$ cat src/rtl/dpot_pkg.sv
package dpot_pkg;

   typedef enum logic [2:0] {
      EV_DEV  = 3'd0,
      EV_ADR  = 3'd1,
      EV_WR   = 3'd2,
      EV_RD   = 3'd3,
      EV_STOP = 3'd4
   } dpot_ev_e;

   localparam int unsigned SEL_BITS  = 3;
   localparam int unsigned DR_PAGES  = 4;

endpackage

$ cat src/rtl/dpot_seq.sv
module dpot_seq #(
   parameter int unsigned NCH     = 4,
   parameter int unsigned DW      = 8,
   parameter int unsigned SR_ADDR = 7,
   localparam int unsigned CHW    = (NCH > 1) ? $clog2(NCH) : 1
) (
   input  logic           clk,
   input  logic           rst_n,
   input  logic           cmd_vld_i,
   input  logic [2:0]     cmd_i,
   input  logic [DW-1:0]  dat_i,
   input  logic           busy_i,
   input  logic           nv_sel_i,
   output logic           acc_o,
   output logic           rsp_o,
   output logic           wr_o,
   output logic           rd_o,
   output logic           sel_tgt_o,
   output logic [CHW-1:0] ch_o,
   output logic           nv_go_o
);
   import dpot_pkg::*;

   localparam logic [DW-1:0] SR_A  = DW'(SR_ADDR);
   localparam logic [DW-1:0] NCH_A = DW'(NCH);

   logic           open_q, adr_ok_q, sel_q, nvd_q;
   logic [CHW-1:0] ch_q;
   logic           adr_hit;
   dpot_ev_e       ev;

   assign ev      = dpot_ev_e'(cmd_i);
   assign adr_hit = (dat_i < NCH_A) || (dat_i == SR_A);

   always_comb begin
      acc_o = 1'b0;
      rsp_o = 1'b0;
      if (cmd_vld_i) begin
         case (ev)
            EV_DEV:  begin rsp_o = 1'b1; acc_o = !busy_i;            end
            EV_ADR:  begin rsp_o = 1'b1; acc_o = open_q && adr_hit;  end
            EV_WR,
            EV_RD:   begin rsp_o = 1'b1; acc_o = open_q && adr_ok_q; end
            default: begin rsp_o = 1'b0; acc_o = 1'b0;              end
         endcase
      end
   end

   assign wr_o      = cmd_vld_i && (ev == EV_WR) && acc_o;
   assign rd_o      = cmd_vld_i && (ev == EV_RD) && acc_o;
   assign nv_go_o   = cmd_vld_i && (ev == EV_STOP) && nvd_q;
   assign sel_tgt_o = sel_q;
   assign ch_o      = ch_q;

   always_ff @(posedge clk) begin
      if (!rst_n) begin
         open_q   <= 1'b0;
         adr_ok_q <= 1'b0;
         sel_q    <= 1'b0;
         nvd_q    <= 1'b0;
         ch_q     <= '0;
      end else if (cmd_vld_i) begin
         case (ev)
            EV_DEV: begin
               open_q   <= !busy_i;
               adr_ok_q <= 1'b0;
            end
            EV_ADR: begin
               if (acc_o) begin
                  adr_ok_q <= 1'b1;
                  sel_q    <= (dat_i == SR_A);
                  ch_q     <= dat_i[CHW-1:0];
               end else begin
                  open_q   <= 1'b0;
                  adr_ok_q <= 1'b0;
               end
            end
            EV_WR, EV_RD: begin
               if (acc_o && !sel_q) begin
                  ch_q <= ch_q + CHW'(1);
                  if (ev == EV_WR && nv_sel_i)
                     nvd_q <= 1'b1;
               end
            end
            EV_STOP: begin
               open_q   <= 1'b0;
               adr_ok_q <= 1'b0;
               nvd_q    <= 1'b0;
            end
            default: ;
         endcase
      end
   end

endmodule

$ cat src/rtl/dpot_store.sv
module dpot_store #(
   parameter int unsigned NCH  = 4,
   parameter int unsigned DW   = 8,
   localparam int unsigned CHW = (NCH > 1) ? $clog2(NCH) : 1,
   localparam int unsigned PG  = dpot_pkg::DR_PAGES,
   localparam int unsigned SB  = dpot_pkg::SEL_BITS
) (
   input  logic              clk,
   input  logic              rst_n,
   input  logic              wr_i,
   input  logic              rd_i,
   input  logic              sel_tgt_i,
   input  logic [CHW-1:0]    ch_i,
   input  logic [DW-1:0]     dat_i,
   output logic [DW-1:0]     rdat_o,
   output logic              nv_sel_o,
   output logic [NCH*DW-1:0] wiper_o
);

   logic [SB-1:0]                  sel_q;
   logic [1:0]                     page;
   logic                           nv;
   logic [NCH-1:0][DW-1:0]         wcr_v;
   logic [PG-1:0][NCH-1:0][DW-1:0] dr_v;

   assign nv       = sel_q[0];
   assign page     = sel_q[2:1];
   assign nv_sel_o = nv;

   always_ff @(posedge clk) begin
      if (!rst_n)
         sel_q <= '0;
      else if (wr_i && sel_tgt_i)
         sel_q <= dat_i[SB-1:0];
   end

   for (genvar c = 0; c < NCH; c++) begin : g_ch
      logic          hit;
      logic [DW-1:0] wcr_q;

      assign hit = !sel_tgt_i && (ch_i == CHW'(c));

      always_ff @(posedge clk) begin
         if (!rst_n)
            wcr_q <= '0;
         else if (hit && wr_i)
            wcr_q <= dat_i;
         else if (hit && rd_i && nv)
            wcr_q <= dr_v[page][c];
      end

      assign wcr_v[c]             = wcr_q;
      assign wiper_o[c*DW +: DW]  = wcr_q;

      for (genvar p = 0; p < PG; p++) begin : g_pg
         logic [DW-1:0] dr_q;
         always_ff @(posedge clk) begin
            if (!rst_n)
               dr_q <= '0;
            else if (hit && wr_i && nv && (page == 2'(p)))
               dr_q <= dat_i;
         end
         assign dr_v[p][c] = dr_q;
      end
   end

   always_comb begin
      if (sel_tgt_i)
         rdat_o = {{(DW-SB){1'b0}}, sel_q};
      else if (nv)
         rdat_o = dr_v[page][ch_i];
      else
         rdat_o = wcr_v[ch_i];
   end

endmodule

$ cat src/rtl/dpot_busy.sv
module dpot_busy #(
   parameter int unsigned CYC = 500000,
   localparam int unsigned CW = $clog2(CYC + 1)
) (
   input  logic clk,
   input  logic rst_n,
   input  logic go_i,
   output logic busy_o
);

   logic [CW-1:0] cnt_q;

   always_ff @(posedge clk) begin
      if (!rst_n)
         cnt_q <= '0;
      else if (go_i)
         cnt_q <= CW'(CYC);
      else if (cnt_q != '0)
         cnt_q <= cnt_q - CW'(1);
   end

   assign busy_o = (cnt_q != '0);

endmodule

$ cat src/rtl/dpot_bank.sv
module dpot_bank #(
   parameter int unsigned NCH         = 4,
   parameter int unsigned DW          = 8,
   parameter int unsigned BUSY_CYCLES = 500000,
   parameter int unsigned SR_ADDR     = 7
) (
   input  logic              clk,
   input  logic              rst_n,
   input  logic              cmd_vld_i,
   input  logic [2:0]        cmd_i,
   input  logic [DW-1:0]     dat_i,
   output logic              rsp_vld_o,
   output logic              rsp_ack_o,
   output logic [DW-1:0]     rsp_dat_o,
   output logic              busy_o,
   output logic [NCH*DW-1:0] wiper_o
);

   localparam int unsigned CHW = (NCH > 1) ? $clog2(NCH) : 1;

   if (NCH < 2 || (NCH & (NCH - 1)) != 0) begin : g_chk_nch
      $error("dpot_bank: NCH must be a power of two of at least 2");
   end
   if (DW < dpot_pkg::SEL_BITS) begin : g_chk_dw
      $error("dpot_bank: DW too narrow for the select register");
   end
   if (SR_ADDR < NCH || SR_ADDR >= (1 << DW)) begin : g_chk_sr
      $error("dpot_bank: SR_ADDR must lie above the channel addresses and fit in DW");
   end
   if (BUSY_CYCLES < 1) begin : g_chk_busy
      $error("dpot_bank: BUSY_CYCLES must be at least 1");
   end

   logic           acc, rsp, wr, rd, sel_tgt, nv_go, nv_sel;
   logic [CHW-1:0] ch;
   logic [DW-1:0]  rdat;

   dpot_seq #(.NCH(NCH), .DW(DW), .SR_ADDR(SR_ADDR)) u_seq (
      .clk       (clk),
      .rst_n     (rst_n),
      .cmd_vld_i (cmd_vld_i),
      .cmd_i     (cmd_i),
      .dat_i     (dat_i),
      .busy_i    (busy_o),
      .nv_sel_i  (nv_sel),
      .acc_o     (acc),
      .rsp_o     (rsp),
      .wr_o      (wr),
      .rd_o      (rd),
      .sel_tgt_o (sel_tgt),
      .ch_o      (ch),
      .nv_go_o   (nv_go)
   );

   dpot_store #(.NCH(NCH), .DW(DW)) u_store (
      .clk       (clk),
      .rst_n     (rst_n),
      .wr_i      (wr),
      .rd_i      (rd),
      .sel_tgt_i (sel_tgt),
      .ch_i      (ch),
      .dat_i     (dat_i),
      .rdat_o    (rdat),
      .nv_sel_o  (nv_sel),
      .wiper_o   (wiper_o)
   );

   dpot_busy #(.CYC(BUSY_CYCLES)) u_busy (
      .clk    (clk),
      .rst_n  (rst_n),
      .go_i   (nv_go),
      .busy_o (busy_o)
   );

   always_ff @(posedge clk) begin
      if (!rst_n) begin
         rsp_vld_o <= 1'b0;
         rsp_ack_o <= 1'b0;
         rsp_dat_o <= '0;
      end else begin
         rsp_vld_o <= rsp;
         rsp_ack_o <= rsp && acc;
         rsp_dat_o <= rd ? rdat : '0;
      end
   end

endmodule

$ cat config.mk
export PLATFORM = sky130hd
export DESIGN_NAME = dpot_bank
export DESIGN_NICKNAME = d
export VERILOG_FILES = /design/src/rtl/dpot_pkg.sv /design/src/rtl/dpot_seq.sv /design/src/rtl/dpot_store.sv /design/src/rtl/dpot_busy.sv /design/src/rtl/dpot_bank.sv
export SDC_FILE = /design/constraint.sdc
export NUM_CORES = 1
export LEC_CHECK = 0
export BUFFER_PORTS_ARGS = -buffer_cell sky130_fd_sc_hd__buf_2
export CORE_MARGIN = 4
export CORE_UTILIZATION = 30
export CTS_BUF_LIST = sky130_fd_sc_hd__clkbuf_16
export DETAILED_ROUTE_END_ITERATION = 8
export GPL_TIMING_DRIVEN = 0
export SLEW_MARGIN = 0
export SYNTH_ARGS = -nofsm -noshare
export SYNTH_HDL_FRONTEND = slang
export SYNTH_HIERARCHICAL = 1
export SYNTH_SLANG_ARGS = --single-unit
$ cat constraint.sdc
create_clock -name clk -period 4.3 [get_ports clk]
set_input_delay 0.645 -clock clk [delete_from_list [all_inputs] [get_ports clk]]
set_output_delay 0.645 -clock clk [all_outputs]
set_load 0.03 [all_outputs]
---- Word level (Yosys, flattened, before mapping) ----
Index checks and enable logic that the tools add are counted.
W data, S select, Z words.
word-level totals
  word-level logic and storage cells ...... 161
  input bits .............................. 14
  latch bits .............................. 0
  bits in read-only memories .............. 0
  memories kept ........................... 0
  bits in writable memories ............... 0
  output and inout port bits .............. 43
  bits in registers ....................... 198
cells by class
  equality and inequality tests ........... 15
  div/mod/pow operators ................... 0
  multipliers ............................. 0
  magnitude comparators ................... 3
  mux-type cells .......................... 32
  $add $sub $neg .......................... 2
  bitwise operators ....................... 2
  reductions and logical operators ........ 75
  shifts and indexed selects .............. 0
operators by type and width
  kind                     count
  $mux W8                  11
  $bmux W32 S2             1
  $logic_and A1 B1 Y1      48
  $mux W19                 2
  $bmux W8 S2              2
  $mux W32                 1
  $reduce_bool A19 Y1      1
  $sub A19 B1 Y19 const B  1
  $reduce_bool A2 Y1       8
  $eq A2 B2 Y1 const B     4
  $eq A8 B3 Y1 const B     1
  $lt A8 B3 Y1 const B     1
  $reduce_and A4 Y1        2
  $mux W1                  7
  $eq A3 B2 Y1 const B     2
  $lt A2 B3 Y1 const B     2
  $pmux W1 S3              2
  $reduce_and A3 Y1        2
  $reduce_or A2 Y1         3
  $eq A2 B1 Y1 const B     2
  $logic_not A2 Y1         2
  $mux W2                  2
  $ne A2 B1 Y1 const B     2
  $ne A2 B2 Y1 const B     2
  other kinds (14)         18

---- Logic depth before layout (Yosys ltp) ----
  depth after elaboration ................. 10
  mapped depth ............................ 15
  mapped depth without buffers ............ 13

---- By module ----
The synthesis kept the hierarchy.
modules (own cells, without submodules)
  module      cells each  seq. area each (um^2)  times used  area an instance (um^2)
  dpot_store  766         3,263.1                1           8,329.2
  dpot_busy   110         380.4                  1           947.2
  dpot_seq    53          120.1                  1           446.7
  dpot_bank   20          200.2                  1           264.0

---- Worst setup path before layout ----
No wires, ideal clock.
  kind .................................... register to register
  from .................................... register u_busy.cnt_q[10]
  to ...................................... register u_store.g_ch[0].g_pg[1].dr_q[0]
  slack ................................... 0.370 ns
  setup time .............................. 0.116 ns
  data required time ...................... 4.184 ns
  data arrival time ....................... 3.814 ns
  cell stages (with the launch flop) ...... 14
  period minus slack after synthesis ...... 3.930 ns
  buffers on the path ..................... 2
  cell sequence ........................... dfxtp_1 or4_1 nor4_4 nand3_1 nor3_1 o21ai_1 and2_4 nor3b_1 buf_4 nand3b_4 buf_12 nor4_4 mux2i_1 nor2b_1
on the way
  word-level cells in the longest chain between the ends .. 8
RTL lines
  item                              line              source
  start: declaration                dpot_busy.sv:11   logic [CW-1:0] cnt_q;
  start signal: assignment          dpot_busy.sv:17   cnt_q <= CW'(CYC);
  start signal: assignment          dpot_busy.sv:19   cnt_q <= cnt_q - CW'(1);
  $reduce_bool A19 Y1               dpot_busy.sv:22   assign busy_o = (cnt_q != '0);
  via busy_o                        dpot_bank.sv:15   output logic busy_o,
  $logic_not A1 Y1                  dpot_seq.sv:40    EV_DEV: begin rsp_o = 1'b1; acc_o = !busy_i; end
  $pmux W1 S3                       dpot_seq.sv:39    case (ev)
  $mux W1                           dpot_seq.sv:38    if (cmd_vld_i) begin
  $logic_and A1 B1 Y1               dpot_seq.sv:49    assign wr_o = cmd_vld_i && (ev == EV_WR) && acc_o;
  via wr                            dpot_bank.sv:34   logic acc, rsp, wr, rd, sel_tgt, nv_go, nv_sel;
  $logic_and A1 B1 Y1 (3 in a row)  dpot_store.sv:60  else if (hit && wr_i && nv && (page == 2'(p)))
  end signal: assignment            dpot_store.sv:61  dr_q <= dat_i;
  end: declaration                  dpot_store.sv:56  logic [DW-1:0] dr_q;
The timed path passes the listed nets, and every way through them passes these cells.
A chain may end at the register's enable or synchronous reset.

---- Worst setup path after layout ----
  from .................................... register u_busy.cnt_q[10]
  to ...................................... register u_store.g_ch[1].g_pg[2].dr_q[7]
on the way
  word-level cells in the longest chain between the ends .. 8
RTL lines
  item                              line
  $reduce_bool A19 Y1               dpot_busy.sv:22
  $logic_not A1 Y1                  dpot_seq.sv:40
  $pmux W1 S3                       dpot_seq.sv:39
  $mux W1                           dpot_seq.sv:38
  $logic_and A1 B1 Y1               dpot_seq.sv:49
  via wr                            dpot_bank.sv:34
  $logic_and A1 B1 Y1 (3 in a row)  dpot_store.sv:60
  end signal: assignment            dpot_store.sv:61
  end: declaration                  dpot_store.sv:56
The timed path passes the listed nets, and every way through them passes these cells.

==> out/metrics.yaml <==
die_y_um: 190
synth_ff_type: "dfxtp_1"
grt_antenna_before_repair: 0
htreeDepth: 4
grt_pass1_vias: 7530
synth.avg_cell_area_um2: 10.5
boundaryPins: 57
cap_violations: 0
path_clk_slew_ns: 0.08
final_core_util: 0.351
setup-violations-final: 0
wl_per_cell_um: 21.1
ys.warnings.count: 6
setup_tns_ns: 0
clkLatencyLatePin_ns: 0.44
ys_ff_latch: 198
core_region_area_um2: 32700
grt_most_used_layer: "met2"
power_uw: 4430
violations: "design-rule violations"
syn-num-nets: 965
grt_util_met1: 0.244
status: "finished with violations"
stdcell_area_um2: 11500
finClkSkew_ns: 0.0146
initial_core_util: 0.305
synth_area_um2: 9990
p_per_area_nw_per_um2: 386
slew_headroom: 0.381
arrival_ns: 4.30
hpwlAfterDp_um: 22900
area_delta_synth_final_pct: 14.9
critPathKind: "flop to flop"
grt_max_degree: 21
ant_nets: 0
post_dp_cell_area_um2: 10800
async_reset_ff_frac: 0
synth_top_area_cell: "dfxtp_1"
rows: 66
cp_max_fo: 10
ys_seq_area_frac: 0.397
clkSinkCount: 198
yosys-top-cells-area: "dfxtp_1 (40%), mux2i_1 (15%), nor2b_1 (8.8%)"
yosysTopAreaCellShare: 0.397
fin_crit_ns: 3.97
synth.distinct_cells: 70
instances_no_fill: 1483
layout-drive-gt1-share: 0.190
io_buffers: 56
vias: 7735
nets: 1044
place_inst: 1447
final_hold_viol_count: 0
start_kind: "flop"
cts_buffers: 17
min_period_over_period: 0.924
die_area_um2: 36300
rsz0062_at_grt: "no"
drc: 2
synth_edf_count: 0
holdCritPathClass: "flop to flop"
critPathMaxStageDelay_ns: 0.65
worst_pin_slew_ns: 0.929
gr-total-overflow: 0
required_ns: 4.63
grt_usage: 0.172
grt_pass1_wl_um: 47600
peakVddDrop_uv: 255
gp_routability_congestion: 0.945
crit_slowest_cell: "or4_1"
crit_chain: "or4_1, nor4_4, nand3_2, nor3_1, o21ai_1, and2_4, nor3b_1, buf_4, nand3b_4, buf_12, nor3_4, mux2i_1, nor2b_1"
cts_tree: "yes"
wl_um: 31300
slew_viol_final: 0
drtPass1Iterations: 7
clockBufferDepth: 2
gr-usage-met2: 0.267
timing.fmax_mhz: 252
crit_path_end_kind: "flop"
vias_per_cell: 5.22
use_met3: 0.0271
syn-instance-count: 949
drtIter0Drc: 594
fp.dieW_um: 190
num_antenna_cells: 0
p_leak_uw: 0.00422
cts_root_buf: "clkbuf_16"
per-layer routing:
metal / vias up / share of wire
li1: 3610 / -
met1: 3796 / 0.46
met2: 275 / 0.45
met3: 54 / 0.057
met4: 0 / 0.031
met5: - / 0
flip-flops by register name (all words and copies together), names as in the netlist:
signal and cells:
rsp_ack_o 1, rsp_dat_o 8, rsp_vld_o 1, u_busy/cnt_q 19
u_seq/adr_ok_q 1, u_seq/ch_o 2, u_seq/nvd_q 1, u_seq/open_q 1
u_seq/sel_tgt_o 1, u_store/g_ch.g_pg.dr_q 128, u_store/g_ch.wcr_q 32, u_store/sel_q 3
report_power, final:
part	internal, µW	total (µW)	leakage, µW	switching [µW]
Sequential	1920	2000	0.00160	85.8
Clock	834	1640	0.000292	802
Combinational	347	793	0.00233	446
per-stage QoR:
stage / hold WS [ns] / setup slack, ns
floorplan: 0.434 / 0.370
global placement: 0.447 / -0.0340
detailed placement: 0.462 / -0.0764
CTS: 0.480 / 0.0801
global route: 0.515 / 0.0209
finish: 0.475 / 0.328
area by class of cell:
type,instances,area [µm²]
fill,3285,21200
multi-input combinational,669,5640
sequential,198,3960
tap,442,553
clock buffer,17,425
buffer,71,353
timing repair buffer,60,310
clock inverter,15,183
inverter,11,41.3
final timing paths:
kind         depth (start not counted)                     startpoint  slack, ns                                      endpoint
max                                 13  u_busy/cnt_q[10]$_SDFFE_PP0P_       0.33  u_store/g_ch[1].g_pg[2].dr_q[7]$_SDFFE_PN0P_
min                                  1       u_seq/nvd_q$_SDFFE_PN0P_       0.47                      u_seq/nvd_q$_SDFFE_PN0P_
max reg2reg                         13  u_busy/cnt_q[10]$_SDFFE_PP0P_       0.33  u_store/g_ch[1].g_pg[2].dr_q[7]$_SDFFE_PN0P_
min reg2reg                          1       u_seq/nvd_q$_SDFFE_PN0P_       0.47                      u_seq/nvd_q$_SDFFE_PN0P_
cell usage in the layout, fill, tap and decap left out, drive strengths merged, types with 10 or more instances in the layout:
cell type,Yosys,routed
mux2,10,10
a21o,10,10
a32o,19,19
nor2,33,33
nor2b,140,140
and3,17,17
buf,39,99
inv,11,17
mux4,32,32
a211oi,13,13
mux2i,153,153
nand2b,26,26
nor3,19,19
dfxtp,198,198
nand2,34,34
a21oi,15,15
clkbuf,32,49
o21a,14,14
a22o,14,14
synthesized netlist by cell type (14+ instances only):
| master | instances |
|---|---|
| dfxtp_1 | 198 |
| buf_2 | 19 |
| a32o_1 | 19 |
| o21a_1 | 14 |
| and3_1 | 17 |
| clkbuf_1 | 31 |
| mux2i_1 | 153 |
| nand2_1 | 33 |
| mux4_2 | 32 |
| a22o_1 | 14 |
| nand2b_1 | 26 |
| a21oi_1 | 15 |
| nor2b_1 | 140 |
| nor2_1 | 33 |
logic make-up after synthesis:
logic type	synth area share
xor gates and xnor gates	0.00614
DFF	0.397
buffers and inverters	0.0395
adders and majority gates	0.00251
and+or+nand+nor	0.208
AOI/OAI and AO/OA	0.110
muxes	0.237
worst max-delay path, delay by kind of cell, from the launching register on:
| kind | cells | cell delay [ns] |
|---|---|---|
| buffers and inverters | 2 | 0.43 |
| AND/OR/NAND/NOR | 9 | 2.64 |
| multiplexers | 1 | 0.28 |
| AO/OA/AOI/OAI | 1 | 0.16 |
| flip-flops | 1 | 0.36 |
what timing repair did:
action | CTS | global route
pin swaps | 1 | 1
resized for setup | 1 | 2
buffers inserted | 2 | 2
hold buffers | 0 | 0
setup endpoints to repair | 24 | 130
Note: power is estimated with default switching activity, not from simulation.
